**src/rtl/hc_irq_pkg.sv**
```systemverilog
package hc_irq_pkg;
   localparam int unsigned REG_W = 32;

   localparam int unsigned B_SO     = 0;
   localparam int unsigned B_WDH    = 1;
   localparam int unsigned B_SF     = 2;
   localparam int unsigned B_RD     = 3;
   localparam int unsigned B_UE     = 4;
   localparam int unsigned B_FNO    = 5;
   localparam int unsigned B_RHSC   = 6;
   localparam int unsigned B_OC     = 30;
   localparam int unsigned B_MASTER = 31;

   localparam logic [1:0] A_STATUS = 2'd0;
   localparam logic [1:0] A_ENABLE = 2'd1;
   localparam logic [1:0] A_OVRCNT = 2'd2;

   localparam logic [REG_W-1:0] LOW_EVT_MASK = 32'h0000_007F;

   typedef struct packed {
      logic oc;
      logic rhsc;
      logic fno;
      logic ue;
      logic rd;
      logic sf;
      logic wdh;
      logic so;
   } hc_evt_t;

   function automatic logic [REG_W-1:0] evt_to_word(input hc_evt_t e);
      logic [REG_W-1:0] w;
      w         = '0;
      w[B_SO]   = e.so;
      w[B_WDH]  = e.wdh;
      w[B_SF]   = e.sf;
      w[B_RD]   = e.rd;
      w[B_UE]   = e.ue;
      w[B_FNO]  = e.fno;
      w[B_RHSC] = e.rhsc;
      w[B_OC]   = e.oc;
      return w;
   endfunction
endpackage

```
**src/rtl/hc_irq_event_detect.sv**
```systemverilog
module hc_irq_event_detect
   import hc_irq_pkg::*;
#(
   parameter bit HAS_SMI = 1'b1
) (
   input  logic    clk,
   input  logic    rst_n,
   input  logic    so_pulse,
   input  logic    wdh_pulse,
   input  logic    sof_pulse,
   input  logic    syserr_pulse,
   input  logic    rh_change_pulse,
   input  logic    own_req_pulse,
   input  logic    frame_msb,
   input  logic    frame_copy_done,
   input  logic    resume_line,
   input  logic    sw_resume,
   output hc_evt_t evt
);
   logic msb_q;
   logic msb_pend_q;
   logic resume_q;
   logic msb_flip;
   logic oc_evt;

   always_ff @(posedge clk or negedge rst_n) begin
      if (!rst_n) begin
         msb_q      <= 1'b0;
         msb_pend_q <= 1'b0;
         resume_q   <= 1'b0;
      end else begin
         msb_q      <= frame_msb;
         msb_pend_q <= (msb_pend_q | msb_flip) & ~frame_copy_done;
         resume_q   <= resume_line;
      end
   end

   assign msb_flip = frame_msb ^ msb_q;

   generate
      if (HAS_SMI) begin : g_oc_live
         assign oc_evt = own_req_pulse;
      end else begin : g_oc_tied
         assign oc_evt = 1'b0 & own_req_pulse;
      end
   endgenerate

   always_comb begin
      evt      = '0;
      evt.so   = so_pulse;
      evt.wdh  = wdh_pulse;
      evt.sf   = sof_pulse;
      evt.ue   = syserr_pulse;
      evt.rhsc = rh_change_pulse;
      evt.fno  = frame_copy_done & (msb_pend_q | msb_flip);
      evt.rd   = resume_line & ~resume_q & ~sw_resume;
      evt.oc   = oc_evt;
   end
endmodule

```
**src/rtl/hc_irq_status_bits.sv**
```systemverilog
module hc_irq_status_bits
   import hc_irq_pkg::*;
#(
   parameter logic [REG_W-1:0] IMPL_MASK = 32'h4000_007F
) (
   input  logic             clk,
   input  logic             rst_n,
   input  logic [REG_W-1:0] set_w,
   input  logic [REG_W-1:0] clr_w,
   output logic [REG_W-1:0] status_q
);
   logic [REG_W-1:0] status_d;

   assign status_d = ((status_q & ~clr_w) | set_w) & IMPL_MASK;

   always_ff @(posedge clk or negedge rst_n) begin
      if (!rst_n) status_q <= '0;
      else        status_q <= status_d;
   end
endmodule

```
**src/rtl/hc_irq_enable_gate.sv**
```systemverilog
module hc_irq_enable_gate
   import hc_irq_pkg::*;
#(
   parameter logic [REG_W-1:0] IMPL_MASK = 32'h4000_007F
) (
   input  logic             clk,
   input  logic             rst_n,
   input  logic             wr_en,
   input  logic [REG_W-1:0] wdata,
   input  logic [REG_W-1:0] status,
   output logic [REG_W-1:0] en_q,
   output logic             irq,
   output logic             smi
);
   localparam logic [REG_W-1:0] EN_MASK  = IMPL_MASK | (32'h1 << B_MASTER);
   localparam logic [REG_W-1:0] IRQ_MASK = IMPL_MASK & LOW_EVT_MASK;

   always_ff @(posedge clk or negedge rst_n) begin
      if (!rst_n)     en_q <= '0;
      else if (wr_en) en_q <= wdata & EN_MASK;
   end

   assign irq = en_q[B_MASTER] & (|(status & en_q & IRQ_MASK));
   assign smi = en_q[B_MASTER] & en_q[B_OC] & status[B_OC];
endmodule

```
**src/rtl/hc_irq_ovr_counter.sv**
```systemverilog
module hc_irq_ovr_counter #(
   parameter int unsigned OVR_W = 2
) (
   input  logic             clk,
   input  logic             rst_n,
   input  logic             inc,
   output logic [OVR_W-1:0] cnt_q
);
   localparam logic [OVR_W-1:0] ONE = OVR_W'(1);

   always_ff @(posedge clk or negedge rst_n) begin
      if (!rst_n)   cnt_q <= '0;
      else if (inc) cnt_q <= cnt_q + ONE;
   end
endmodule

```
**src/rtl/hc_irq_status.sv**
```systemverilog
module hc_irq_status
   import hc_irq_pkg::*;
#(
   parameter bit          HAS_SMI = 1'b1,
   parameter int unsigned OVR_W   = 2
) (
   input  logic        clk,
   input  logic        rst_n,
   input  logic [1:0]  reg_addr,
   input  logic        reg_wr,
   input  logic [31:0] reg_wdata,
   output logic [31:0] reg_rdata,
   input  logic        ev_sched_overrun,
   input  logic        ev_donehead_written,
   input  logic        ev_sof,
   input  logic        ev_sys_error,
   input  logic        ev_rh_change,
   input  logic        ev_own_req,
   input  logic        frame_msb,
   input  logic        frame_copy_done,
   input  logic        resume_line,
   input  logic        sw_resume,
   output logic        irq,
   output logic        smi,
   output logic        wb_permit,
   output logic [31:0] status_word
);
   localparam logic [REG_W-1:0] OC_BIT    = HAS_SMI ? (32'h1 << B_OC) : 32'h0;
   localparam logic [REG_W-1:0] IMPL_MASK = LOW_EVT_MASK | OC_BIT;
   localparam int unsigned      PAD_W     = REG_W - OVR_W;

   generate
      if (OVR_W < 1 || OVR_W > 16) begin : g_bad_ovr_w
         $error("hc_irq_status: OVR_W must lie in 1..16");
      end
   endgenerate

   hc_evt_t          evt;
   logic [REG_W-1:0] set_w;
   logic [REG_W-1:0] clr_w;
   logic [REG_W-1:0] status_q;
   logic [REG_W-1:0] en_q;
   logic [OVR_W-1:0] ovr_cnt;
   logic             wr_status;
   logic             wr_enable;

   assign wr_status = reg_wr & (reg_addr == A_STATUS);
   assign wr_enable = reg_wr & (reg_addr == A_ENABLE);

   hc_irq_event_detect #(.HAS_SMI(HAS_SMI)) u_detect (
      .clk             (clk),
      .rst_n           (rst_n),
      .so_pulse        (ev_sched_overrun),
      .wdh_pulse       (ev_donehead_written),
      .sof_pulse       (ev_sof),
      .syserr_pulse    (ev_sys_error),
      .rh_change_pulse (ev_rh_change),
      .own_req_pulse   (ev_own_req),
      .frame_msb       (frame_msb),
      .frame_copy_done (frame_copy_done),
      .resume_line     (resume_line),
      .sw_resume       (sw_resume),
      .evt             (evt)
   );

   assign set_w = evt_to_word(evt);
   assign clr_w = wr_status ? reg_wdata : '0;

   hc_irq_status_bits #(.IMPL_MASK(IMPL_MASK)) u_bits (
      .clk      (clk),
      .rst_n    (rst_n),
      .set_w    (set_w),
      .clr_w    (clr_w),
      .status_q (status_q)
   );

   hc_irq_enable_gate #(.IMPL_MASK(IMPL_MASK)) u_gate (
      .clk    (clk),
      .rst_n  (rst_n),
      .wr_en  (wr_enable),
      .wdata  (reg_wdata),
      .status (status_q),
      .en_q   (en_q),
      .irq    (irq),
      .smi    (smi)
   );

   hc_irq_ovr_counter #(.OVR_W(OVR_W)) u_ovr (
      .clk   (clk),
      .rst_n (rst_n),
      .inc   (evt.so),
      .cnt_q (ovr_cnt)
   );

   assign wb_permit   = ~status_q[B_WDH];
   assign status_word = status_q;

   always_comb begin
      case (reg_addr)
         A_STATUS: reg_rdata = status_q;
         A_ENABLE: reg_rdata = en_q;
         A_OVRCNT: reg_rdata = {{PAD_W{1'b0}}, ovr_cnt};
         default:  reg_rdata = '0;
      endcase
   end
endmodule

```
**config.mk**
```make
export PLATFORM = sky130hd
export DESIGN_NAME = hc_irq_status
export DESIGN_NICKNAME = d
export VERILOG_FILES = /design/src/rtl/hc_irq_pkg.sv /design/src/rtl/hc_irq_event_detect.sv /design/src/rtl/hc_irq_status_bits.sv /design/src/rtl/hc_irq_enable_gate.sv /design/src/rtl/hc_irq_ovr_counter.sv /design/src/rtl/hc_irq_status.sv
export SDC_FILE = /design/constraint.sdc
export NUM_CORES = 1
export LEC_CHECK = 0
export BUFFER_PORTS_ARGS = -buffer_cell sky130_fd_sc_hd__buf_4
export CAP_MARGIN = 20
export CORE_UTILIZATION = 30
export CTS_CLUSTER_DIAMETER = 150
export DETAILED_ROUTE_END_ITERATION = 10
export GPL_TIMING_DRIVEN = 1
export PLACE_DENSITY_LB_ADDON = 0.15
export SLEW_MARGIN = 20
export SYNTH_ARGS = -nofsm -noshare
export SYNTH_HDL_FRONTEND = slang
export SYNTH_SLANG_ARGS = --single-unit
```
**constraint.sdc**
```tcl
create_clock -name clk -period 2.34 [get_ports clk]
set_clock_uncertainty 0.15 [all_clocks]
set_input_delay 0.351 -clock clk [delete_from_list [all_inputs] [get_ports clk]]
set_output_delay 0.351 -clock clk [all_outputs]
set_load 0.005 [all_outputs]
```
; After elaboration in Yosys (flattened, before gate mapping)
; Cells that the tools add are included.
; W data, S select, Z words.
[op_classes]
n_addsub = 1
n_eq_ne = 2
mux = 2
bitwise_logic = 19
reduce_logical = 2
[ops]
columns = cell, count
row1 = $pmux W32 S3, 1
row2 = $and A31 B31 Y31, 1
row3 = $mux W31, 1
row4 = $not A31 Y31, 1
row5 = $or A31 B31 Y31, 1
row6 = $and A1 B1 Y1, 9
row7 = $and A7 B7 Y7, 1
row8 = $reduce_or A7 Y1, 1
row9 = $not A1 Y1, 4
row10 = $add A2 B1 Y2 const B, 1
row11 = $eq A2 B1 Y1 const B, 1
row12 = $eq A2 B2 Y1 const B, 1
row13 = $logic_not A2 Y1, 1
row14 = $or A1 B1 Y1, 1
row15 = $xor A1 B1 Y1, 1
[totals]
regBits = 22
input_bits = 47
output_inout_bits = 67
elab_cells = 32

; Longest topological paths before layout
[depth]
word_depth = 6
ltp_mapped = 4
ltp_nobuf = 3

; Cells and area by module
; From an unflattened synthesis, not the netlist that was laid out.
[hier_totals]
hier_cells = 231
hier_area_um2 = 2043.2
[by_module_without_submodules]
columns = mod, n_inst, cells_per_inst, area_per_inst_um2, seq_area_each_um2
row1 = hc_irq_status, 1, 113, 762.0, 0.0
row2 = hc_irq_enable_gate, 1, 50, 583.1, 225.2
row3 = hc_irq_status_bits, 1, 49, 474.2, 200.2
row4 = hc_irq_event_detect, 1, 14, 152.6, 75.1
row5 = hc_irq_ovr_counter, 1, 5, 71.3, 50.0

; Least setup slack after synthesis
; Ideal clock, no wire load.
[synth_timing]
path_type = register to output
from = reg u_bits.status_q[2]
to = out irq
t_arrival_ps = 849
required_time_ps = 1839
slack_ps = 990
path_stages_with_launch = 3
path_buffers = 0
path_cell_list = dfrtp_1 a222oi_1 a31oi_1
[synth_between]
elab_chain_len = 3
[synth_lines]
columns = element, line
row1 = start: declaration, hc_irq_status_bits.sv:10  ; output logic [REG_W-1:0] status_q
row2 = start signal: assignment, hc_irq_status_bits.sv:18  ; else status_q <= status_d;
row3 = $and A7 B7 Y7, hc_irq_enable_gate.sv:23  ; assign irq = en_q[B_MASTER] & (|(status & en_q & IRQ_MASK));
row4 = $reduce_or A7 Y1, hc_irq_enable_gate.sv:23
row5 = $and A1 B1 Y1, hc_irq_enable_gate.sv:23
row6 = end: declaration, hc_irq_status.sv:23  ; output logic irq,
; Every way passes these cells.

; Final worst setup path
; Same ends and word-level chain as after synthesis.

==> results.py <==
metrics = {
    "clock_tree": {
        "cts.root.buffer_cell": "clkbuf_8",
        "post-cts-setup-buffers": 0,
        "cts_buffer_depth": 2,
        "clock-sinks": 22,
        "htree_levels": 1,
        "numCtsBuffers": 3,
        "cts_tree": "yes",
        "clk_pin_slew_ps": 80,
        "insertion_delay_ps": 260,
    },
    "finish": {
        "fin_nets": 226,
        "multi_input_area_um2": 661,
        "final_common_cell": "conb_1",
        "antenna_cells": 0,
        "stdcell_count": 230,
        "syn_to_final_growth_pct": 18.4,
        "mostFrequentLayoutCells": "47 x conb_1, 43 x buf_4, 22 x dfrtp_1, 10 x nand2_1, 9 x mux2_4",
        "fill_cells": 458,
        "ff_latch_area_um2": 551,
        "drive_above_1_share_pct": 32.6,
    },
    "worst_setup_path": {
        "start_kind": "register",
        "worstPathMaxFanout": 4,
        "reg2reg_depth": 3,
        "crit_arrival_ps": 1350,
        "worstPathRequired_ps": 1840,
        "crit_type": "reg -> out",
        "worstSetupEndpointType": "output port",
    },
    "power": {
        "pwr_density_cell_nw_per_um2": 615,
        "p_leak_nw": 0.882,
        "ir_drop_v": 0.000363,
        "total_power_w": 0.00103,
    },
    "sta": {
        "finalSetupViolations": 0,
        "tns_ps": 0,
        "fmax_ghz": 0.540,
        "period_share_pct": 79.1,
        "period_needed_ps": 1850,
        "hold_viol": 0,
        "grt_setup_unrepaired": "false",
        "slew_violations": 0,
        "setup_ws_ps": 489,
    },
    "synth": {
        "seq_area_frac_synth_pct": 39.0,
        "yosys_warnings": 0,
        "syn_area_um2": 1410,
        "avgSynthCellArea_um2": 10.6,
        "synth_cell_type_count": 25,
        "synthCells": 133,
        "ys_ff_latch": 22,
    },
    "worst_hold_path": {
        "hold_depth": 1,
        "hold_class": "in -> reg",
    },
    "detailed_routing": {
        "drt_first_iter_violations": 66,
        "post_drt_wl_per_cell_um": 12.4,
        "routed-via-count": 949,
        "drt_pass1_iterations": 8,
        "via_per_inst": 4.13,
        "detail-route-antenna-nets": 0,
        "routed_wl_mm": 2.84,
        "drc": 14,
    },
    "placed_design": {
        "dp.cells": 225,
        "dp_slack_ps": 730,
        "place_congestion": 0.665,
        "hpwlAfterDp_mm": 2.16,
        "port_buffers": 43,
    },
    "grt": {
        "grt_antenna_before_repair": 0,
        "grt_first_pass_wirelength_mm": 4.37,
        "grt_max_degree": 23,
        "gr-usage-all-layers_pct": 11.0,
        "grt_overflow": 0,
        "grt_pass1_vias": 883,
    },
    "floorplan": {
        "start_util_pct": 31.8,
        "rows": 24,
        "dieArea_um2": 4980,
        "io_pins": 114,
        "die_h_um": 70.6,
        "core_area_um2": 4440,
        "die_w_um": 70.6,
    },
    "run_status": {
        "violations": "DRC",
        "status": "complete, but fails checks",
    },
    "flow_run": {
        "cap_viol_max_count": 0,
    },
}
-- critical path, cell delays in order, from the launching register on --
cell,delay [ps]
dfrtp_1,420
a222oi_1,380
a31oi_1,140
buf_4,150
-- worst paths after layout --
check                                   start                  to  slack, ps
setup / recovery           u_bits.status_q[2]                 irq        490
hold / removal                    resume_line   u_detect.resume_q         50
setup reg to reg               u_detect.msb_q  u_bits.status_q[5]       1220
hold reg to reg                u_ovr.cnt_q[1]      u_ovr.cnt_q[1]        340
max in group asynchronous               rst_n      u_gate.en_q[4]       1450
min in group asynchronous               rst_n  u_bits.status_q[5]        370
-- synth_stat cells --
cell / instances / area [um^2]
a21o_1: 5 / 37.5
a21oi_1: 1 / 5.00
a222oi_1: 1 / 10.0
a22o_1: 2 / 17.5
a22oi_1: 2 / 15.0
a31oi_1: 1 / 6.26
and3_1: 1 / 6.26
buf_2: 1 / 5.00
buf_4: 48 / 360
conb_1: 1 / 3.75
dfrtp_1: 22 / 551
inv_1: 2 / 7.51
mux2_4: 9 / 135
mux2i_1: 8 / 80.1
nand2_1: 10 / 37.5
nand2b_1: 1 / 6.26
nand3b_4: 1 / 20.0
nor2_1: 7 / 26.3
nor2b_1: 2 / 12.5
nor3b_1: 1 / 7.51
nor3b_4: 1 / 18.8
o21ai_1: 2 / 10.0
or2_1: 1 / 6.26
xnor2_1: 2 / 17.5
xor2_1: 1 / 8.76
-- timing repair --
action / 4_1_cts / 5_1_grt
hold buffers: 1 / 0
endpoints found under the hold margin: 22 / 0
gates resized for setup: 0 / 0
-- final cells by class --
cell class,instances,share of cell area (%)
multi-input cells,106,39.5
flip-flops and latches,22,32.9
well taps,52,3.89
clock buffers,4,3.29
repair buffers,44,19.9
inverters,2,0.449
-- routing by layer --
metal / vias up / GRT usage (%) / share of wire (%) / wire length [um]
met3: 2 / 2.71 / 8.1 / 230
met2: 56 / 17.6 / 46 / 1320
met1: 452 / 15.4 / 45 / 1290
li1: 439 / - / - / -
met4: 0 / 1.78 / 0.25 / 7
met5: - / 0 / 0 / 0
-- sequential cells by signal, summed over array words and instances (netlist names) --
register and count:
u_detect.resume_q 1, u_detect.msb_pend_q 1, u_gate.en_q 9, u_ovr.cnt_q 2, u_bits.status_q 8, u_detect.msb_q 1
-- report_power, final --
group	internal [W]	total (W)	switching (W)	leakage (nW)
combinational	0.000155	0.000264	0.000110	0.612
clock	0.000150	0.000274	0.000125	0.0288
sequential	0.000439	0.000489	0.0000498	0.241
-- kinds of logic (layout without fill, tap and decap cells) --
logic type | count (synthesis) | in the layout | synth area share [%]
other cells | 1 | 47 | 0.266
mux | 17 | 17 | 15.2
xor+xnor | 3 | 3 | 1.86
flops | 22 | 22 | 39.0
simple gates | 25 | 25 | 10.0
compound gates | 14 | 14 | 7.18
buf+inv | 51 | 50 | 26.4
-- through the flow --
stage                     utilization (%)  hold WS (ps)  cell area [um^2]
after global routing                 37.6          46.6              1670
after global placement               36.1           108              1610
final                                37.6          53.6              1670
after CTS                            37.6          45.1              1670
after floorplan                         -         -94.6              1580
after detailed placement             36.1           114              1610
(Power assumes the default switching activity.)
